**config.mk**
```make
export PLATFORM = sky130hd
export DESIGN_NAME = stripe_splitter
export DESIGN_NICKNAME = d
export VERILOG_FILES = /design/src/rtl/stripe_splitter.sv
export SDC_FILE = /design/constraint.sdc
export NUM_CORES = 1
export LEC_CHECK = 0
export ABC_AREA = 1
export BUFFER_PORTS_ARGS = -buffer_cell sky130_fd_sc_hd__buf_2
export CAP_MARGIN = 10
export CORE_UTILIZATION = 37
export DETAILED_ROUTE_END_ITERATION = 10
export PLACE_DENSITY = 0.72
export SYNTH_ARGS = -nofsm -noshare
export SYNTH_HDL_FRONTEND = slang
export SYNTH_SLANG_ARGS = --single-unit
```
**constraint.sdc**
```tcl
create_clock -name clk -period 1.65 [get_ports clk]
set_clock_uncertainty 0.05 [all_clocks]
set_input_delay 0 -clock clk [delete_from_list [all_inputs] [get_ports clk]]
set_output_delay 0 -clock clk [all_outputs]
set_load 0.02 [all_outputs]
```
**src/rtl/stripe_splitter.sv**
```systemverilog
module stripe_splitter #(
  parameter int ADDR_W      = 32,
  parameter int LEN_W       = 16,
  parameter int BURST_WORDS = 64,
  parameter int REGIONS     = 4,
  localparam int BLEN_W     = $clog2(BURST_WORDS) + 1,
  localparam int RIDX_W     = (REGIONS > 1) ? $clog2(REGIONS) : 1
) (
  input  logic                        clk,
  input  logic                        rst_n,
  input  logic                        req_valid,
  output logic                        req_ready,
  input  logic [ADDR_W-1:0]           req_addr,
  input  logic [LEN_W-1:0]            req_len,
  output logic [REGIONS-1:0]          bst_valid,
  input  logic [REGIONS-1:0]          bst_ready,
  output logic [REGIONS*ADDR_W-1:0]   bst_addr,
  output logic [REGIONS*BLEN_W-1:0]   bst_len,
  output logic                        done
);

  logic              busy;
  logic [ADDR_W-1:0] cur_addr;
  logic [LEN_W-1:0]  remain;
  logic [RIDX_W-1:0] region;
  logic              done_q;

  wire              last  = remain <= LEN_W'(BURST_WORDS);
  wire [BLEN_W-1:0] blen  = last ? remain[BLEN_W-1:0] : BLEN_W'(BURST_WORDS);
  wire              fire  = busy && bst_ready[region];
  wire              take  = req_valid && req_ready;
  wire [RIDX_W-1:0] r_nxt = (region == RIDX_W'(REGIONS - 1)) ? '0 : region + 1'b1;

  assign req_ready = !busy;
  assign done      = done_q;

  for (genvar g = 0; g < REGIONS; g++) begin : g_chan
    assign bst_valid[g]                  = busy && (region == RIDX_W'(g));
    assign bst_addr[g*ADDR_W +: ADDR_W]  = cur_addr;
    assign bst_len[g*BLEN_W +: BLEN_W]   = blen;
  end

  always_ff @(posedge clk or negedge rst_n) begin
    if (!rst_n) begin
      busy     <= 1'b0;
      cur_addr <= '0;
      remain   <= '0;
      region   <= '0;
      done_q   <= 1'b0;
    end else begin
      done_q <= 1'b0;
      if (take) begin
        cur_addr <= req_addr;
        remain   <= req_len;
        region   <= '0;
        busy     <= req_len != '0;
        done_q   <= req_len == '0;
      end else if (fire) begin
        cur_addr <= cur_addr + ADDR_W'(BURST_WORDS);
        region   <= r_nxt;
        if (last) begin
          busy   <= 1'b0;
          remain <= '0;
          done_q <= 1'b1;
        end else begin
          remain <= remain - LEN_W'(BURST_WORDS);
        end
      end
    end
  end

  p_one_region_r10: assert property (@(posedge clk) disable iff (!rst_n)
    $onehot0(bst_valid));

  p_len_bound_r2: assert property (@(posedge clk) disable iff (!rst_n)
    busy |-> (blen != '0 && blen <= BLEN_W'(BURST_WORDS)));

  p_stall_hold_r7: assert property (@(posedge clk) disable iff (!rst_n)
    (busy && !bst_ready[region]) |=> (busy && $stable(region) && $stable(cur_addr) && $stable(remain)));

  p_rotate_r5: assert property (@(posedge clk) disable iff (!rst_n)
    (fire && !last) |=> (busy && region != $past(region)));

  p_done_after_last_r9: assert property (@(posedge clk) disable iff (!rst_n)
    (fire && last) |=> (done && req_ready && bst_valid == '0));

  p_zero_len_r8: assert property (@(posedge clk) disable iff (!rst_n)
    (take && req_len == '0) |=> (done && bst_valid == '0));

  p_done_pulse_r9: assert property (@(posedge clk) disable iff (!rst_n)
    done |=> !done || $past(req_valid));

  p_first_region_r3: assert property (@(posedge clk) disable iff (!rst_n)
    (take && req_len != '0) |=> bst_valid[0]);

endmodule

```
Word-level counts from Yosys, hierarchy flattened
Cells that the tools add are included.
Widths: inputs -> output; s select.
{"block": "word_totals", "regBits": 52, "latchBits": 0, "ramBits": 0, "mem_bits_ro": 0, "in_bits": 55, "elab_cells": 43, "memories": 0}
{"block": "op_classes", "n_addsub": 3, "multipliers": 0, "div": 0, "magnitude_cmp": 2, "eq_ne": 3, "n_shift": 0, "n_mux": 17, "bitwise_logic": 0, "n_reduce_logical": 13}
{"cell": "$mux 32", "count": 2}
{"cell": "$mux 16", "count": 3}
{"cell": "$add 32x7->32 const B", "count": 1}
{"cell": "$le 16x7->1 const B", "count": 1}
{"cell": "$logic_not 16->1", "count": 1}
{"cell": "$reduce_bool 16->1", "count": 1}
{"cell": "$sub 16x7->16 const B", "count": 1}
{"cell": "$mux 1", "count": 7}
{"cell": "$mux 7", "count": 1}
{"cell": "$logic_and 1x1->1", "count": 6}
{"cell": "$mux 2", "count": 3}
{"cell": "$eq 2x2->1 const B", "count": 2}
{"cell": "$reduce_bool 2->1", "count": 2}
{"cell": "$lt 2x3->1 const B", "count": 1}
{"cell": "$add 2x1->2 const B", "count": 1}
{"cell": "$bmux 1 s2", "count": 1}
{"cell": "$eq 2x1->1 const B", "count": 1}
{"cell": "$logic_not 2->1", "count": 1}
{"cell": "$reduce_and 2->1", "count": 1}
{"cell": "$logic_not 1->1", "count": 1}

Logic depth before layout (Yosys ltp)
Gate-level depths: netlist (run 1).
{"block": "logic_depth", "depth_word": 5, "ltp_mapped": 11, "depth_no_buf": 10}

Worst setup path before layout (run 1)
Ideal clock, no wire load.
{"block": "synth_path", "path_type": "reg2out", "from": "register remain[6]", "to": "output port bst_len[14]", "t_arrival_ns": 1.629, "required_time_ns": 1.600, "slack_ns": -0.029, "stages_incl_launch_ff": 7, "path_buffers": 1, "cell_sequence": "dfrtp_1 -> inv_1 -> ha_1 -> o21bai_1 -> nand2_2 -> nor2_1 -> buf_4"}
{"block": "synth_between", "elab_chain_len": 2}
{"item": "start, declared", "line": "24", "text": "logic [LEN_W-1:0] remain;"}
{"item": "start signal, assigned", "line": "54", "text": "remain <= req_len;"}
{"item": "start signal, assigned", "line": "66", "text": "remain <= remain - LEN_W'(BURST_WORDS);"}
{"item": "$le 16x7->1", "line": "28", "text": "wire last = remain <= LEN_W'(BURST_WORDS);"}
{"item": "$mux 7", "line": "29", "text": "wire [BLEN_W-1:0] blen = last ? remain[BLEN_W-1:0] : BLEN_W'(BURST_WORDS);"}
{"item": "end, declared", "line": "18", "text": "output logic [REGIONS*BLEN_W-1:0] bst_len,"}
Every way passes these cells.

Worst setup path after layout (run 1)
{"block": "layout_path", "from": "register remain[11]", "to": "output port bst_len[11]"}
Same word-level chain as after synthesis.

==> metrics, run 1 <==
GR Util met2=35.90%; number of top-level pins=around 220; Yosys warning total=0; Placer Congestion=between 0.8 and 0.9; Die Ht=111.8 µm; Hold Crit Class=in2reg; hold depth=4; placed cells=942; setup ws final=-0.08961 ns; CTS sink cnt=52; post-synthesis compound-gate area fraction=3.537%; DPL Wire Length=9330 µm; Finished Cell Area=0.006082 mm²; Hold Crit Start=req_addr[15]; crit path from=remain[11]; Clock Path Buffers=2; Fmax=574.8 MHz; CP Capture Type=output pin; multiplexer share of the synthesized area=0%; RSZ-0062 raised after global routing=true; die width=about 110 µm; Async S/R FF share, synth=100.0%; DRT iter0 DRCs=234; synth-to-layout area growth=36.47%; GRT busiest layer=met2; Inserted Diodes=0; syn_area_per_cell=6.583 µm²; Routed WL=13080 µm; Critical Path Source Type=flip-flop; nets@finish=about 920; core area=0.01156 mm²; run status=complete, but fails checks; Wirelength per Cell=13.06 µm; Layout Cells excl Fill=1001; crit path DAT=1.69 ns; DR vias/cell=approximately 4.6; Synth Cell Area=0.004457 mm²; GRT overflow=0; adder-cell share of the synthesized area=1.965%; total of max-cap violations=0; htree depth=2; cells after synthesis=677; Worst R2R Path Depth=9; Tmin final=approximately 1.7 ns; row count=39; Simple-Gate Fraction of Synth Area=around 37%; worst r2r src=remain[11]; Routed Antenna Nets=0; largest net degree at the start of global routing=44; Period Utilization, post-route=105.4%; kind of critical path=reg2out; first-pass GRT wire length=19960 µm; cts bufs inserted=5; worst vdd ir=873.0 µV; Worst EP required=1.60 ns; XOR/XNOR Fraction of Synth Area=1.376%; #FFs+latches synth=52; initial antenna violation count=0; CTS tree=done; reg2reg setup slack=-0.01 ns; GRT Util Overall=roughly a fifth; Area after DPL=0.005050 mm²; PwrDens=between 2000 and 2500 mW/mm²; final setup fails=29; setup_tns=-1.822 ns; final hold slack=-0.0002057 ns; vias in the first global route=4117; drt first pass iters=10; Slew Viols, Final=0; synth unique cells=31; DRC Markers=15; crit-path max FO=7; syn nets=739; leakage power=3.293 nW; via count=~4600; Global Route met1 Usage=24.93%; most common library cell in the layout ignoring fill and taps=nand2_1; worst-margin pin slew=0.4994 ns; Setup Slack @ Placement=around 0.02 ns; clk slew on worst S/H paths=~0.070 ns; failing checks=design-rule violations, negative hold slack, negative setup slack; Clock Tree Root=clkbuf_16; fill count=roughly 1100; slew margin rel.=66.71%; Final Hold Violating Endpoints=1; clk_lat worst skew=0.29 ns; most frequent cells in the layout=212 x nand2_1, 188 x buf_2, 62 x nor2_1; met3 Usage GRT=2.504%; Port Buf Inserts=216; share of cells above drive strength 1=39.98%; sequential area share after synthesis=29.20%; die area=between 0.01 and 0.015 mm²; main combinational cell family by area after synthesis=simple AND/OR/NAND/NOR gates; predominant post-synthesis flop cell=dfrtp_1; Initial Utilization=38.54%; number of synthesized flops with an enable pin=0
## critical path, cell delays in order (launching register included)
cell     delay, ns
dfrtp_1       0.43
nor2_2        0.21
nand2_2       0.09
nor2_4        0.21
nand2_8       0.13
nor2_4        0.16
buf_4         0.17
## path summary, 6_finish.rpt
path                           endpoint
setup reg to reg              remain[4]
min in group asynchronous  cur_addr[28]
hold / removal             cur_addr[15]
setup / recovery            bst_len[11]
max in group asynchronous     remain[8]
hold reg to reg               remain[5]
## final cells by class
type / count / area (µm²) / share of cell area (%)
multi-input cells: 431 / 2156 / 35.45
inverters: 61 / 245.2 / 4.032
flip-flops and latches: 52 / 1308 / 21.50
repair inverters: 1 / 7.507 / 0.1234
clock buffers: 5 / 125.1 / 2.057
repair buffers: 305 / 2019 / 33.20
clock inverters: 3 / 42.54 / 0.6994
well taps: 143 / 178.9 / 2.942
## cells by family after synthesis
logic type	Yosys count
flops	52
xor+xnor	7
simple gates	388
fa+ha+maj	7
compound gates	29
buf+inv	194
## registers in the layout, summed over array words and instances (netlist names)
| register | flops |
|---|---|
| region | 2 |
| done | 1 |
| cur_addr | 32 |
| busy | 1 |
| remain | 16 |
## synth_stat cells, drive strengths merged, types with 2 or more instances
master	instances	area share, %
nand2	230	20
buf	132	22
nor2	92	8.5
inv	61	5.2
dfrtp	52	29
nand3	51	5.7
o21ai	21	2.4
ha	7	2.0
nand4	6	0.84
xor2	5	0.98
or2	4	0.56
nand3b	3	0.51
a21oi	2	0.22
nor4	2	0.28
o22ai	2	0.28
xnor2	2	0.39
## stage by stage
| stage | hold WS (ns) | util, % | power (W) |
|---|---|---|---|
| 3_5_place_dp | -0.05377 | 43.67 | 0.01023 |
| 6_report | -0.0002057 | 52.59 | 0.01219 |
| 5_1_grt | 0.01752 | 52.59 | 0.01307 |
| 4_1_cts | 0.005548 | 50.75 | 0.01182 |
| 2_1_floorplan | -0.3456 | - | 0.008921 |
| 3_3_place_gp | -0.05737 | 43.67 | 0.01012 |
## report_power, final
| part | total (W) | switching, W | internal (W) |
|---|---|---|---|
| clock | 0.00123 | 0.000512 | 0.000715 |
| sequential | 0.00260 | 0.000692 | 0.00191 |
| combinational | 0.00836 | 0.00537 | 0.00299 |
| total | 0.0122 | 0.00657 | 0.00561 |
## routing by layer
layer  wire [µm]  part of all wire, %
met5           0                    0
met2        6753                   52
met3         795                  6.1
met1        5318                   41
met4         210                  1.6
## repair_timing
action,CTS,global route
gates resized for setup,60,50
hold endpoints to repair,57,0
gates cloned,0,1
pin swaps,7,7
hold buffers,41,0
setup endpoints to repair,28,69
setup buffers,3,6
(Power assumes the default switching activity.)
==> run 2, diff against run 1 <==
==> constraint.sdc (replaced) <==
create_clock -name clk -period 1.65 [get_ports clk]
set_clock_uncertainty 0.05 [all_clocks]
set_input_delay 0 -clock clk [delete_from_list [all_inputs] [get_ports clk]]
set_output_delay 0 -clock clk [all_outputs]
set_load 0.05 [all_outputs]
==> run 2 against run 1 <==
The flow finishes with violations (design-rule violations, negative setup slack). First-iteration DRC count grew 12%. Global-route usage rose by 0.58 points. Clock-buffer cell count stayed put. Final cell count fell by 0.30%. Critical path depth rose by 3. Maximum frequency shrank 6.8%. Non-clock buffer count down 2. Register-to-register slack worse by 0.11 ns. Critical path type unchanged. Largest cell class unchanged.
==> metrics, run 2 (synthesis results as in run 1) <==
most common library cell in the layout ignoring fill and taps=nand2_1 (unchanged); clk_lat worst skew=0.30 ns (was 0.29 ns); Worst path top cell family by delay=simple AND/OR/NAND/NOR gates (unchanged); DR vias/cell=4.644 (was 4.626); Initial Utilization=38.54% (unchanged); Routed WL=13230 µm (was 13080 µm); CP Capture Type=output pin (unchanged); DPL Wire Length=9286 µm (was 9330 µm); placed cells=930 (was 942); run status=complete, but fails checks (unchanged); Port Buf Inserts=216 (unchanged); Period Utilization, post-route=113.1% (was 105.4%); post-layout util=53.20% (was 52.59%); failing checks=design-rule violations, negative setup slack (was design-rule violations, negative hold slack, negative setup slack); reg2reg setup slack=-0.12 ns (was -0.01 ns); DRC Markers=17 (was 15); Slew Viols, Final=0 (unchanged); hold depth=5 (was 4); Wirelength per Cell=13.26 µm (was 13.06 µm); final hold slack=0.004533 ns (was -0.0002057 ns); Routed Antenna Nets=0 (unchanged); htree depth=2 (unchanged); Storage cell area=0.001321 mm² (was 0.001308 mm²); via count=4635 (was 4631); Final Hold Violating Endpoints=0 (was 1); Worst path max stage delay=0.40 ns (was 0.43 ns); Fmax=535.8 MHz (was 574.8 MHz); crit path from=remain[7] (was remain[11]); clk slew on worst S/H paths=0.08 ns (was 0.07 ns); RSZ-0062 raised after global routing=true (unchanged); most frequent cells in the layout=209 x nand2_1, 188 x buf_2, 60 x nor2_1 (was 212 x nand2_1, 188 x buf_2, 62 x nor2_1); worst hold endpoint=cur_addr[20] (was cur_addr[15]); share of cells above drive strength 1=41.99% (was 39.98%); kind of critical path=reg2out (unchanged); Layout Cells excl Fill=998 (was 1001); Tmin final=1.866 ns (was 1.740 ns); Inserted Diodes=0 (unchanged); Worst R2R End=remain[1] (was remain[4]); biggest regs=cur_addr: 32 flops, remain: 16 flops, region: 2 flops (unchanged); cts bufs inserted=5 (unchanged); Worst R2R Path Depth=11 (was 9); nets@finish=916 (was 919); vias in the first global route=4225 (was 4117); Clock Tree Root=clkbuf_16 (unchanged); die width=111.8 µm (unchanged); Placer Congestion=0.8808 (was 0.8621); drt first pass iters=8 (was 10); CTS tree=done (unchanged); Clock Path Buffers=2 (unchanged); Worst EP required=1.60 ns (about the same); DRT iter0 DRCs=261 (was 234); first-pass GRT wire length=20780 µm (was 19960 µm); CTS sink cnt=52 (unchanged); crit path DAT=1.82 ns (was 1.69 ns); worst path cell trace=inv_2 -> ha_4 -> nand3_4 -> buf_4 -> nor2_2 -> nand2_1 -> nand2_2 -> nand2_4 -> buf_6 (was nor2_2 -> nand2_2 -> nor2_4 -> nand2_8 -> nor2_4 -> buf_4); cell with the largest stage delay on the worst path=dfrtp_1 (unchanged); synth-to-layout area growth=38.04% (was 36.47%); largest net degree at the start of global routing=31 (was 44); total of max-cap violations=0 (unchanged); Hold Crit Start=req_addr[20] (was req_addr[15]); GRT overflow=0 (unchanged); Bufs and invs on worst path=3 (was 1); setup_tns=-5.308 ns (was -1.822 ns); crit-path max FO=4 (was 7); max reg flops=32 (unchanged); setup ws final=-0.2162 ns (was -0.08961 ns); multi-input logic area=0.002192 mm² (was 0.002156 mm²); GRT Util Overall=20.44% (was 19.86%); number of top-level pins=217 (unchanged); core area=0.01156 mm² (unchanged); fill count=1087 (was 1089); slew margin rel.=70.97% (was 66.71%); worst-margin pin slew=0.4355 ns (was 0.4994 ns); row count=39 (unchanged); die area=0.01249 mm² (unchanged); Top reg by flops=cur_addr (unchanged); Die Ht=111.8 µm (unchanged); Hold Crit Class=in2reg (unchanged); worst r2r src=remain[7] (was remain[11]); initial antenna violation count=0 (unchanged); final setup fails=44 (was 29); Critical Path Source Type=flip-flop (unchanged)
## run 2: cell types whose count changed in the layout (fill, tap and decap cells not counted), sizes merged
cell,change
clkinvlp,-1
dlygate4sd3,-1
clkinv,-2
buf,-1
inv,+2
## run 2: worst reg2reg max path, cell delays in order (launching register included)
cell and delay [ns]:
dfrtp_1 0.40, inv_2 0.09, ha_4 0.14, nand3_4 0.09, o21bai_4 0.21, nand2_8 0.12, buf_6 0.14, buf_6 0.12
nand2_8 0.09, nand2_8 0.09, nand2_2 0.07, nand2_1 0.05
## run 2: cell type report
cell class,instances,area share (%)
Sequential cell,52,21.48
Clock buffer,5,2.034
Tap cell,143,2.908
Multi-Input combinational cell,431,35.63
Clock inverter,3,0.7525
Inverter,61,3.905
Timing Repair Buffer,303,33.29
## run 2: per-layer routing
metal | GRT usage (%) | vias to the layer above | routed length (µm)
met5 | 0 | - | 0
met1 | 26.36 | 2129 | 5862
met2 | 36.36 | 171 | 6594
met3 | 2.450 | 11 | 627
met4 | 4.685 | 0 | 149
li1 | - | 2324 | -
## run 2: stage by stage
step	setup slack [ns]	area, µm²
global route	-0.2380	6152
global placement	0.06466	5059
detailed placement	0.006725	5059
finish	-0.2162	6152
CTS	-0.1255	5907
floorplan	-0.003191	4582
## run 2: what timing repair did
action                     CTS  global route
buffers inserted             7            13
pin swaps                    8             9
setup endpoints to repair   30            61
hold endpoints to repair    54             0
hold buffers                40             0
gates resized for setup     65            45
## run 2: how the worst max path moves through the flow
stage,cells past startpoint,to
2_1_floorplan,7,bst_len[13]
3_3_place_gp,9,busy
3_5_place_dp,9,remain[0]
4_1_cts,7,bst_len[0]
5_1_grt,9,bst_len[6]
6_report,9,bst_len[6]
Power of run 2 is not shown: default switching activity piles up to over one toggle a cycle in this logic, so the estimate is an artifact.
==> run 3, diff against run 2 <==
--- a/config.mk
+++ b/config.mk
@@ -8,7 +8,9 @@
 export ABC_AREA = 1
 export BUFFER_PORTS_ARGS = -buffer_cell sky130_fd_sc_hd__buf_2
 export CAP_MARGIN = 10
+export CORE_ASPECT_RATIO = 2
 export CORE_UTILIZATION = 37
+export CTS_CLUSTER_DIAMETER = 80
 export DETAILED_ROUTE_END_ITERATION = 10
 export PLACE_DENSITY = 0.72
 export SYNTH_ARGS = -nofsm -noshare
==> run 3 against run 2 <==
The flow finishes with violations (negative setup slack). First-iteration DRC count fell by 1.5%. Register-to-register slack got worse by 0.05 ns. Global-route usage rose by 1.3 points. Maximum frequency rose by 1.9%. Non-clock buffer count rose by 24. Die area rose by 0.21%. Via count rose by 3.1%. Wire length rose by 8.6%. Clock-buffer cell count rose by 2. Critical path type unchanged.
==> metrics, run 3 (synthesis results as in run 1) <==
Bufs and invs on worst path=2 (was 3); worst r2r src=remain[0] (was remain[7]); Clock Tree Root=clkbuf_16 (unchanged); crit path from=remain[0] (was remain[7]); fill count=1112 (was 1087); biggest regs=cur_addr: 32 flops, remain: 16 flops, region: 2 flops (unchanged); row count=56 (was 39); Routed WL=14370 µm (was 13230 µm); multi-input logic area=0.002190 mm² (was 0.002192 mm²); RSZ-0062 raised after global routing=true (unchanged); most used cell, CP=buf_6; DR vias/cell=4.662 (was 4.644); die width=79.61 µm (was 111.8 µm); Critical Path Source Type=flip-flop (unchanged); htree depth=2 (unchanged); drt first pass iters=5 (was 8); GRT Util Overall=21.77% (was 20.44%); most frequent cells in the layout=214 x nand2_1, 188 x buf_2, 62 x buf_4 (was 209 x nand2_1, 188 x buf_2, 60 x nor2_1); vias in the first global route=4456 (was 4225); run status=complete, but fails checks (unchanged); core area=0.01170 mm² (was 0.01156 mm²); DRC Markers=0 (was 17); DPL Wire Length=9868 µm (was 9286 µm); Port Buf Inserts=216 (unchanged); share of cells above drive strength 1=42.50% (was 41.99%); max reg flops=32 (unchanged); failing checks=negative setup slack (was design-rule violations, negative setup slack); Top reg by flops=cur_addr (unchanged); Routed Antenna Nets=0 (unchanged); DRT iter0 DRCs=257 (was 261); setup ws final=-0.1819 ns (was -0.2162 ns); Worst R2R End=busy (was remain[1]); Placer Congestion=0.8777 (was 0.8808); most common library cell in the layout ignoring fill and taps=nand2_1 (unchanged); CP Depth=7 (was 9); Worst path max stage delay=0.41 ns (was 0.40 ns); nets@finish=941 (was 916); Worst EP required=1.60 ns (about the same); Slew Viols, Final=0 (unchanged); number of top-level pins=217 (unchanged); first-pass GRT wire length=20800 µm (was 20780 µm); total of max-cap violations=0 (unchanged); Fmax=545.9 MHz (was 535.8 MHz); Worst R2R Path Depth=10 (was 11); Initial Utilization=38.09% (was 38.54%); worst-margin pin slew=0.3386 ns (was 0.4355 ns); reg2reg setup slack=-0.17 ns (was -0.12 ns); via count=4779 (was 4635); Tmin final=1.832 ns (was 1.866 ns); crit-path max FO=4 (unchanged); synth-to-layout area growth=42.64% (was 38.04%); Finished Cell Area=0.006357 mm² (was 0.006152 mm²); clk slew on worst S/H paths=0.08 ns (about the same); Area after DPL=0.005221 mm² (was 0.005059 mm²); Storage cell area=0.001323 mm² (was 0.001321 mm²); CTS sink cnt=52 (unchanged); worst path cell trace=nor2_2 -> nand3_2 -> o21bai_4 -> buf_6 -> nand2_4 -> nor2_4 -> buf_6 (was inv_2 -> ha_4 -> nand3_4 -> buf_4 -> nor2_2 -> nand2_1 -> nand2_2 -> nand2_4 -> buf_6); CP endpoint=bst_len[23] (was bst_len[6]); largest net degree at the start of global routing=53 (was 31); initial antenna violation count=0 (unchanged); Die Ht=157.2 µm (was 111.8 µm); final setup fails=41 (was 44); Clock Path Buffers=2 (unchanged); CTS tree=done (unchanged); Inserted Diodes=0 (unchanged); crit path DAT=1.78 ns (was 1.82 ns); cell with the largest stage delay on the worst path=dfrtp_1 (unchanged); kind of critical path=reg2out (unchanged); Hold Crit Class=in2reg (unchanged); Wirelength per Cell=14.02 µm (was 13.26 µm); Worst path top cell family by delay=simple AND/OR/NAND/NOR gates (unchanged); GRT overflow=0 (unchanged); cts bufs inserted=5 (unchanged); CP Capture Type=output pin (unchanged); clk_lat worst skew=0.29 ns (was 0.30 ns); die area=0.01251 mm² (was 0.01249 mm²); Period Utilization, post-route=111.0% (was 113.1%); slew margin rel.=77.43% (was 70.97%); Final Hold Violating Endpoints=0 (unchanged)
==> run 3: cell count changes in the layout (fill, tap and decap cells not counted), moves of 2 or more <==
cell	change
nand2_2	-4
clkinvlp_4	-2
buf_6	-5
buf_12	+5
buf_4	+19
dlygate4sd3_1	+4
clkbuf_1	+2
nand2_1	+5
==> run 3: through the flow <==
stage / util (%) / setup TNS (ns) / cells / setup slack, ns / hold WS [ns]
after floorplan: - / -0.009573 / 677 / -0.003191 / -0.3456
after global placement: 44.62 / 0 / 945 / 0.07330 / -0.02426
after detailed placement: 44.62 / 0 / 945 / 0.03294 / -0.01946
after CTS: 52.50 / -2.515 / 1014 / -0.1206 / 0.0005388
after global routing: 54.33 / -6.994 / 1025 / -0.2341 / 0.03566
final: 54.33 / -4.559 / 1025 / -0.1819 / 0.005245
==> run 3: what timing repair did <==
action | CTS | global route
hold buffers | 44 | 0
hold endpoints to repair | 95 | 0
setup endpoints to repair | 28 | 58
cloned | 1 | 0
setup buffers | 16 | 11
gates resized for setup | 64 | 39
pin swaps | 3 | 12
==> run 3: worst min-delay path by stage <==
stage,start,endpoint,depth (start not counted)
finish,req_addr[22],cur_addr[22],5
global route,req_addr[7],cur_addr[7],4
CTS,req_addr[22],cur_addr[22],5
detailed placement,rst_n,cur_addr[20],2
global placement,rst_n,cur_addr[20],2
floorplan,rst_n,busy,0
==> run 3: layout make-up <==
type	count	area share, %
repair buffers	327	36.02
multi-input cells	432	34.44
flip-flops and latches	52	20.80
well taps	145	2.854
clock inverters	1	0.07872
clock buffers	7	2.086
inverters	61	3.720
==> run 3: tightest hold or removal path: stages <==
cell and delay (ns):
buf_2 0.09, nor2_1 0.05, nor2_2 0.09, nand2_1 0.05, nand2_1 0.04
==> run 3: metal layers <==
metal	wire length (µm)	up-vias	GRT usage [%]
met3	702	34	1.971
li1	-	2367	-
met2	8058	219	43.55
met1	5047	2159	21.09
met4	558	0	11.00
met5	0	-	0
Power of run 3 is left out for the same reason.
